<file path="config.mk">
export PLATFORM = sky130hd
export DESIGN_NAME = chip_irq_csr
export DESIGN_NICKNAME = d
export VERILOG_FILES = /design/src/rtl/chip_irq_csr_pkg.sv /design/src/rtl/csr_addr_dec.sv /design/src/rtl/irq_bits.sv /design/src/rtl/csr_rd_mux.sv /design/src/rtl/chip_irq_csr.sv
export SDC_FILE = /design/constraint.sdc
export NUM_CORES = 1
export LEC_CHECK = 0
export ABC_AREA = 1
export ABC_CLOCK_PERIOD_IN_PS = 1600
export BUFFER_PORTS_ARGS = -buffer_cell sky130_fd_sc_hd__buf_2
export CAP_MARGIN = 20
export CORE_AREA = 8 8 45 47
export DETAILED_ROUTE_END_ITERATION = 12
export DIE_AREA = 0 0 53 55
export SYNTH_ARGS = -nofsm -noshare
export SYNTH_HDL_FRONTEND = slang
export SYNTH_SLANG_ARGS = --single-unit
</file>
<file path="constraint.sdc">
create_clock -name clk_i -period 1.6 [get_ports clk_i]
set_input_delay 0.16 -clock clk_i [delete_from_list [all_inputs] [get_ports clk_i]]
set_output_delay 0.16 -clock clk_i [all_outputs]
set_load 0.05 [all_outputs]
</file>
<file path="src/rtl/chip_irq_csr_pkg.sv">
package chip_irq_csr_pkg;
  localparam int unsigned EN_BIT   = 0;
  localparam int unsigned REQ_BIT  = 1;
  localparam int unsigned PEND_BIT = 2;

  typedef struct packed {
    logic req;
    logic en;
  } irq_bits_t;
endpackage

</file>
<file path="src/rtl/csr_addr_dec.sv">
module csr_addr_dec #(
  parameter int unsigned ADDR_W  = 4,
  parameter int unsigned LO_ADDR = 0,
  parameter int unsigned HI_ADDR = 1
) (
  input  logic [ADDR_W-1:0] addr_i,
  input  logic              wr_i,
  input  logic              rd_i,
  output logic              we_lo_o,
  output logic              re_lo_o,
  output logic              re_hi_o
);
  localparam logic [ADDR_W-1:0] LoA = ADDR_W'(LO_ADDR);
  localparam logic [ADDR_W-1:0] HiA = ADDR_W'(HI_ADDR);

  logic hit_lo, hit_hi;
  assign hit_lo  = (addr_i == LoA);
  assign hit_hi  = (addr_i == HiA);
  assign we_lo_o = wr_i & hit_lo;
  assign re_lo_o = rd_i & hit_lo;
  assign re_hi_o = rd_i & hit_hi;
endmodule

</file>
<file path="src/rtl/irq_bits.sv">
module irq_bits
  import chip_irq_csr_pkg::*;
(
  input  logic      clk_i,
  input  logic      rst_ni,
  input  logic      we_i,
  input  logic [1:0] wd_i,
  output irq_bits_t bits_o,
  output logic      pend_o
);
  irq_bits_t bits_q;

  always_ff @(posedge clk_i or negedge rst_ni) begin
    if (!rst_ni)   bits_q <= '0;
    else if (we_i) bits_q <= '{req: wd_i[REQ_BIT], en: wd_i[EN_BIT]};
  end

  assign bits_o = bits_q;
  assign pend_o = bits_q.en & bits_q.req;

  // a write loads both bits on its edge
  assert_load_R2: assert property (@(posedge clk_i) disable iff (!rst_ni)
    we_i |=> (bits_q.en == $past(wd_i[EN_BIT])) && (bits_q.req == $past(wd_i[REQ_BIT])));
  // no write, no change
  assert_hold_R9: assert property (@(posedge clk_i) disable iff (!rst_ni)
    !we_i |=> $stable(bits_q));
endmodule

</file>
<file path="src/rtl/csr_rd_mux.sv">
module csr_rd_mux
  import chip_irq_csr_pkg::*;
#(
  parameter int unsigned DATA_W = 16
) (
  input  logic              re_lo_i,
  input  logic              re_hi_i,
  input  irq_bits_t         bits_i,
  input  logic              pend_i,
  output logic [DATA_W-1:0] rdata_o
);
  logic [DATA_W-1:0] lo_word;
  logic              unused_hi;

  // high word carries no function; its strobe only selects zeros
  assign unused_hi = re_hi_i;

  for (genvar b = 0; b < DATA_W; b++) begin : g_bit
    if (b == EN_BIT) begin : g_en
      assign lo_word[b] = bits_i.en;
    end else if (b == REQ_BIT) begin : g_req
      assign lo_word[b] = bits_i.req;
    end else if (b == PEND_BIT) begin : g_pend
      assign lo_word[b] = pend_i;
    end else begin : g_zero
      assign lo_word[b] = 1'b0;
    end
  end

  assign rdata_o = re_lo_i ? lo_word : '0;
endmodule

</file>
<file path="src/rtl/chip_irq_csr.sv">
module chip_irq_csr
  import chip_irq_csr_pkg::*;
#(
  parameter int unsigned ADDR_W = 4,
  parameter int unsigned DATA_W = 16
) (
  input  logic              clk_i,
  input  logic              rst_ni,
  input  logic [ADDR_W-1:0] addr_i,
  input  logic [DATA_W-1:0] wdata_i,
  input  logic              wr_i,
  input  logic              rd_i,
  output logic [DATA_W-1:0] rdata_o,
  output logic              stat_no
);
  localparam int unsigned CtlBits = 2;

  logic      we_lo, re_lo, re_hi, pend;
  irq_bits_t bits;
  logic      unused_wd;

  assign unused_wd = ^wdata_i[DATA_W-1:CtlBits];

  csr_addr_dec #(.ADDR_W(ADDR_W), .LO_ADDR(0), .HI_ADDR(1)) u_dec (
    .addr_i (addr_i),
    .wr_i   (wr_i),
    .rd_i   (rd_i),
    .we_lo_o(we_lo),
    .re_lo_o(re_lo),
    .re_hi_o(re_hi)
  );

  irq_bits u_bits (
    .clk_i (clk_i),
    .rst_ni(rst_ni),
    .we_i  (we_lo),
    .wd_i  (wdata_i[CtlBits-1:0]),
    .bits_o(bits),
    .pend_o(pend)
  );

  csr_rd_mux #(.DATA_W(DATA_W)) u_rd (
    .re_lo_i(re_lo),
    .re_hi_i(re_hi),
    .bits_i (bits),
    .pend_i (pend),
    .rdata_o(rdata_o)
  );

  assign stat_no = ~pend;

  // status line agrees with the readable pending bit
  assert_stat_R5: assert property (@(posedge clk_i) disable iff (!rst_ni)
    (rd_i && addr_i == '0) |-> (rdata_o[PEND_BIT] == !stat_no));
  assert_pend_R4: assert property (@(posedge clk_i) disable iff (!rst_ni)
    (rd_i && addr_i == '0) |-> (rdata_o[PEND_BIT] == (rdata_o[EN_BIT] & rdata_o[REQ_BIT])));
  assert_unalloc_R6: assert property (@(posedge clk_i) disable iff (!rst_ni)
    rdata_o[DATA_W-1:PEND_BIT+1] == '0);
  assert_hiword_R7: assert property (@(posedge clk_i) disable iff (!rst_ni)
    (rd_i && addr_i == ADDR_W'(1)) |-> (rdata_o == '0));
  assert_idle_R8: assert property (@(posedge clk_i) disable iff (!rst_ni)
    !rd_i |-> (rdata_o == '0));
  assert_rst_R1: assert property (@(posedge clk_i) disable iff (!rst_ni)
    $rose(rst_ni) |-> stat_no);
endmodule

</file>
======== Word level (Yosys, flattened, before mapping) ========
Cells that the tools add are included.
storage, ports and cells
  bits in registers ....................... 2
  bits in latches ......................... 0
  bits in writable memories ............... 0
  memory bits (read-only) ................. 0
  input port bits ......................... 24
  output and inout bits ................... 17
  memories kept ........................... 0
cells by class
  add/subtract/negate cells ............... 0
  $mul .................................... 0
  divide/modulo/power cells ............... 0
  magnitude comparators ................... 0
  equality and inequality tests ........... 0
  shift operators ......................... 0
  multiplexer cells ....................... 1
  bitwise gates (word level) .............. 4
  reduce and logical (&&, ||, !) cells .... 1
operator list
  kind             number
  $logic_not 4->1  1
  $and 1x1->1      3
  $mux 3           1
  $not 1->1        1

======== Logic depth before layout (Yosys ltp) ========
  depth after elaboration ................. 3
  gate-level depth with buffers ........... 4
  depth with buffers taken out ............ 4

======== Cells and area by module ========
Synthesis repeated with hierarchy kept, for this count alone.
unflattened totals
  cell total of the unflattened synthesis .. 43
  area total of the unflattened synthesis .. 255.2 µm²
by module, submodules not included
  module        instances  cells each  area an instance (µm²)  sequential area each (µm²)
  csr_rd_mux    1          20          123.9                   0.0
  irq_bits      1          11          83.8                    50.0
  csr_addr_dec  1          11          43.8                    0.0
  chip_irq_csr  1          1           3.8                     0.0

======== Least setup slack after synthesis ========
OpenSTA, ideal clock, no wires.
  path type ............................... register to output
  start point ............................. reg u_bits.bits_q (netlist bit u_bits.bits_o[1])
  end point ............................... out rdata_o[2]
  data arrival time ....................... 1.112 ns
  data required time ...................... 1.440 ns
  path slack .............................. 0.328 ns
  stages on the path, launching flop included .. 3
  buffers on the path ..................... 0
  cells stage by stage .................... dfrtp_1 -> nand4_1 -> nor2_1
between the ends
  word-level cells in the longest chain between the ends .. 2
RTL lines
  item                    line                text
  from (decl)             irq_bits.sv:11      irq_bits_t bits_q;
  from (signal assigned)  irq_bits.sv:15      else if (we_i) bits_q <= '{req: wd_i[REQ_BIT], en: wd_i[EN_BIT]};
  $and 1x1->1             irq_bits.sv:19      assign pend_o = bits_q.en & bits_q.req;
  $mux 3                  csr_rd_mux.sv:30    assign rdata_o = re_lo_i ? lo_word : '0;
  to (decl)               chip_irq_csr.sv:13  output logic [DATA_W-1:0] rdata_o,
No other way between the ends.

======== Worst setup path after layout ========
Same ends and word-level chain as after synthesis.

==> qor_table.md <==
| Stage | Quantity | Reported |
|---|---|---|
| clocking | Number of H-tree branching levels | 1 |
| clocking | TritonCTS sink count | 2 |
| layout | Layout area overhead | 28.7% |
| yosys | Mapped Cells | 32 |
| sta | Max Clk Rate | 0.821 GHz |
| yosys | Count of distinct cell types in the synthesized netlist | 9 |
| clocking | Clock slew at reported path FFs | 0.03 ns |
| detailed routing | Number of search-and-repair iterations in the first detailed-routing pass | 4 |
| layout | Utilization of the core after routing | 21.1% |
| detailed routing | DR iter-0 viols | 4 |
| sta | Minimum setup slack in the final design | 0.381 ns |
| yosys | Post-Synthesis Mean Instance Area | 7.08 um^2 |
| sta | RSZ-0062 raised after global routing | no |
| hold path | Class of the tightest hold or removal check | in2reg |
| detailed routing | Mean routed wirelength per cell | 9.22 um |
| floorplan | Area enclosed by the die boundary | 0.00292 mm^2 |
| placement | Post-Place Worst Slack | 0.490 ns |
| yosys | Part of the Yosys area used for sequential elements | 22.1% |
| yosys | Most frequently used cell type in the post-synthesis netlist | sky130_fd_sc_hd__buf_4 |
| yosys | Yosys warns | 0 |
| yosys | Biggest area contributors in the synthesized netlist | sky130_fd_sc_hd__buf_4 43%, sky130_fd_sc_hd__dfrtp_1 22%, sky130_fd_sc_hd__nand2_1 8.3%, sky130_fd_sc_hd__nand4_1 8.3%, sky130_fd_sc_hd__nor2_2 5.5% |
| clocking | Buffer depth of the longest clock path | 2 |
| clocking | Post-cts sizing count | 0 |
| floorplan | Overall die width | 53 um |
| yosys | List of most frequent post-synthesis cells | 13 x sky130_fd_sc_hd__buf_4, 5 x sky130_fd_sc_hd__nand2_1, 3 x sky130_fd_sc_hd__nand4_1 |
| global route | Wire length of the first global-routing pass | 772 um |
| detailed routing | Per-cell via count in the routed design | 3.34 |
| yosys | Post-synthesis instance area | 226 um^2 |
| layout | Flip-flop and latch area | 50.0 um^2 |
| clocking | Clock Latency Late Sink | 0.22 ns |
| detailed routing | Post-route antenna net violation count | 0 |
| setup path | Setup crit end kind | output port |
| floorplan | CORE AREA | 0.00138 mm^2 |
| layout | Multi-input gate area in the final layout | 116 um^2 |
| layout | Layout filler cell count | 164 |
| global route | Largest net degree at the start of global routing | 6 |
| layout | Proportion of layout cells with a drive suffix above 1 | 37.5% |
| sta | Minimum clock period | 1.22 ns |
| sta | Final clock period utilization by the worst path | 76.2% |
| sta | Fin. Hold Viols | 0 |
| layout | Inserted Diodes | 0 |
| floorplan | Effective utilization at floorplan | 16.4% |
| placement | Count of buffers from port buffering | 13 |
| setup path | CP Class | reg2out |
| placement | Sum of net half-perimeters after detailed placement | 529 um |
| clocking | TritonCTS clock tree | built |
| yosys | Share of flip-flops with an asynchronous set or reset after synthesis | 100% |
| global route | Number of global-route vias before repair | 188 |
| global route | Initial antenna violation count | 0 |
| setup path | Max Fanout on Critical Path | 3 |
| floorplan | Cell row count | 14 |
| global route | Overflow left after global routing | 0 |
| detailed routing | Total via count in the routed design | 214 |
| sta | Setup skew after layout | 0 ns |
| power and ir drop | Static leakage power | 0.179 nW |
| sta | Endpoints failing setup | 0 |
| yosys | Share of Yosys cell area claimed by the top area cell type | 43.1% |
| yosys | Number of enable-type register cells in the synthesized netlist | 0 |
| layout | Net count, final | 74 |
| placement | RD Place Congestion | 0.707 |
| clocking | CTS buffer count | 3 |
| floorplan | Boundary Pins | 41 |
| detailed routing | Final wirelength | 590 um |
| yosys | Most used flip-flop cell after synthesis | sky130_fd_sc_hd__dfrtp_1 |
| layout | Flip-flop count of the largest register, all copies and words added | 2 |
| power and ir drop | Power density over the cells | 1020 mW/mm^2 |
| sta | Total Neg Setup Slack | 0 ns |
| yosys | Biggest area consumer among synthesized cells | sky130_fd_sc_hd__buf_4 |
| clocking | Root buffer selected by CTS | sky130_fd_sc_hd__clkbuf_4 |
| setup path | Critical path arrival | 1.06 ns |
| setup path | CP required | 1.44 ns |
| yosys | Number of flip-flops and latches in the synthesized netlist | 2 |
| global route | Gr usage total | 3.93% |
| flow run | Number of maximum-capacitance violations | 0 |
| setup path | Startpoint kind of the worst setup timing path | flop |
| status | Outcome | complete, no violations |
| power and ir drop | Max VDD drop | 173 uV |
| detailed routing | DRC violation count after routing | 0 |
| floorplan | Height of the die | 55 um |
| sta | Number of pins with negative max-slew slack in the final report | 0 |
==> path summary, 6_finish.rpt <==
check | start | slack (ns) | endpoint | cells past startpoint
worst max-delay path | u_bits.bits_o[1] | 0.38 | rdata_o[2] | 3
worst min-delay path | wdata_i[0] | 0.20 | u_bits.bits_o[0] | 3
worst max register to register | u_bits.bits_o[1] | 0.99 | u_bits.bits_o[1] | 2
worst min register to register | u_bits.bits_o[0] | 0.50 | u_bits.bits_o[0] | 2
max in group asynchronous | rst_ni | 1.25 | u_bits.bits_o[0] | 2
min in group asynchronous | rst_ni | 0.25 | u_bits.bits_o[1] | 2
==> through the flow <==
| stage | cell area, um^2 | cells | power (mW) | hold WS (ns) |
|---|---|---|---|---|
| 2_1_floorplan | 272 | 44 | 0.189 | -0.136 |
| 3_3_place_gp | 259 | 60 | 0.184 | -0.0547 |
| 3_5_place_dp | 259 | 60 | 0.185 | -0.0493 |
| 4_1_cts | 292 | 64 | 0.306 | 0.195 |
| 5_1_grt | 292 | 64 | 0.318 | 0.235 |
| 6_report | 292 | 64 | 0.297 | 0.199 |
==> timing repair <==
| item | 4_1_cts | 5_1_grt |
|---|---|---|
| setup buffers | 0 | 0 |
| endpoints found under the hold margin | 2 | 0 |
| hold buffers | 1 | 0 |
==> layer usage <==
| metal | vias to the layer above | GRT usage (%) | share of wire, % |
|---|---|---|---|
| met2 | 15 | 6.05 | 47 |
| li1 | 107 | - | - |
| met5 | - | 0 | 0 |
| met3 | 0 | 2.67 | 23 |
| met1 | 92 | 2.89 | 30 |
| met4 | 0 | 5.17 | 0 |
==> cells by family after synthesis <==
| logic type | Yosys count | synth area share (%) |
|---|---|---|
| buffers and inverters | 15 | 46.4 |
| and+or+nand+nor | 14 | 29.8 |
| DFF | 2 | 22.1 |
| other | 1 | 1.66 |
==> layout by cell type (no fill, tap or decap) <==
cell type,n
sky130_fd_sc_hd__conb_1,13
sky130_fd_sc_hd__nor2_2,2
sky130_fd_sc_hd__inv_1,2
sky130_fd_sc_hd__buf_2,13
sky130_fd_sc_hd__dlygate4sd3_1,1
sky130_fd_sc_hd__nand4_1,3
sky130_fd_sc_hd__dfrtp_1,2
sky130_fd_sc_hd__nand3_1,2
sky130_fd_sc_hd__clkbuf_4,3
sky130_fd_sc_hd__nor2_1,2
sky130_fd_sc_hd__nand2_1,5
==> power by group <==
part / switching, mW / internal, mW / leakage [nW] / total, mW
Clock: 0.0278 / 0.0827 / 0.0138 / 0.111
Combinational: 0.0987 / 0.0188 / 0.139 / 0.118
Sequential: 0.00750 / 0.0614 / 0.0254 / 0.0689
Total: 0.134 / 0.163 / 0.179 / 0.297
==> critical path, cell delays in order, from the launching register on <==
cell                      delay, ns
sky130_fd_sc_hd__dfrtp_1       0.35
sky130_fd_sc_hd__nand4_1       0.12
sky130_fd_sc_hd__nor2_1        0.10
sky130_fd_sc_hd__buf_2         0.26
==> layout make-up <==
cell class                      instances  share of cell area [%]
Clock buffer                            3                    7.73
Inverter                                2                    2.58
Multi-Input combinational cell         27                    39.9
Sequential cell                         2                    17.2
Tap cell                               16                    6.87
Timing Repair Buffer                   14                    25.8
Power figures use the tool's default switching activity.
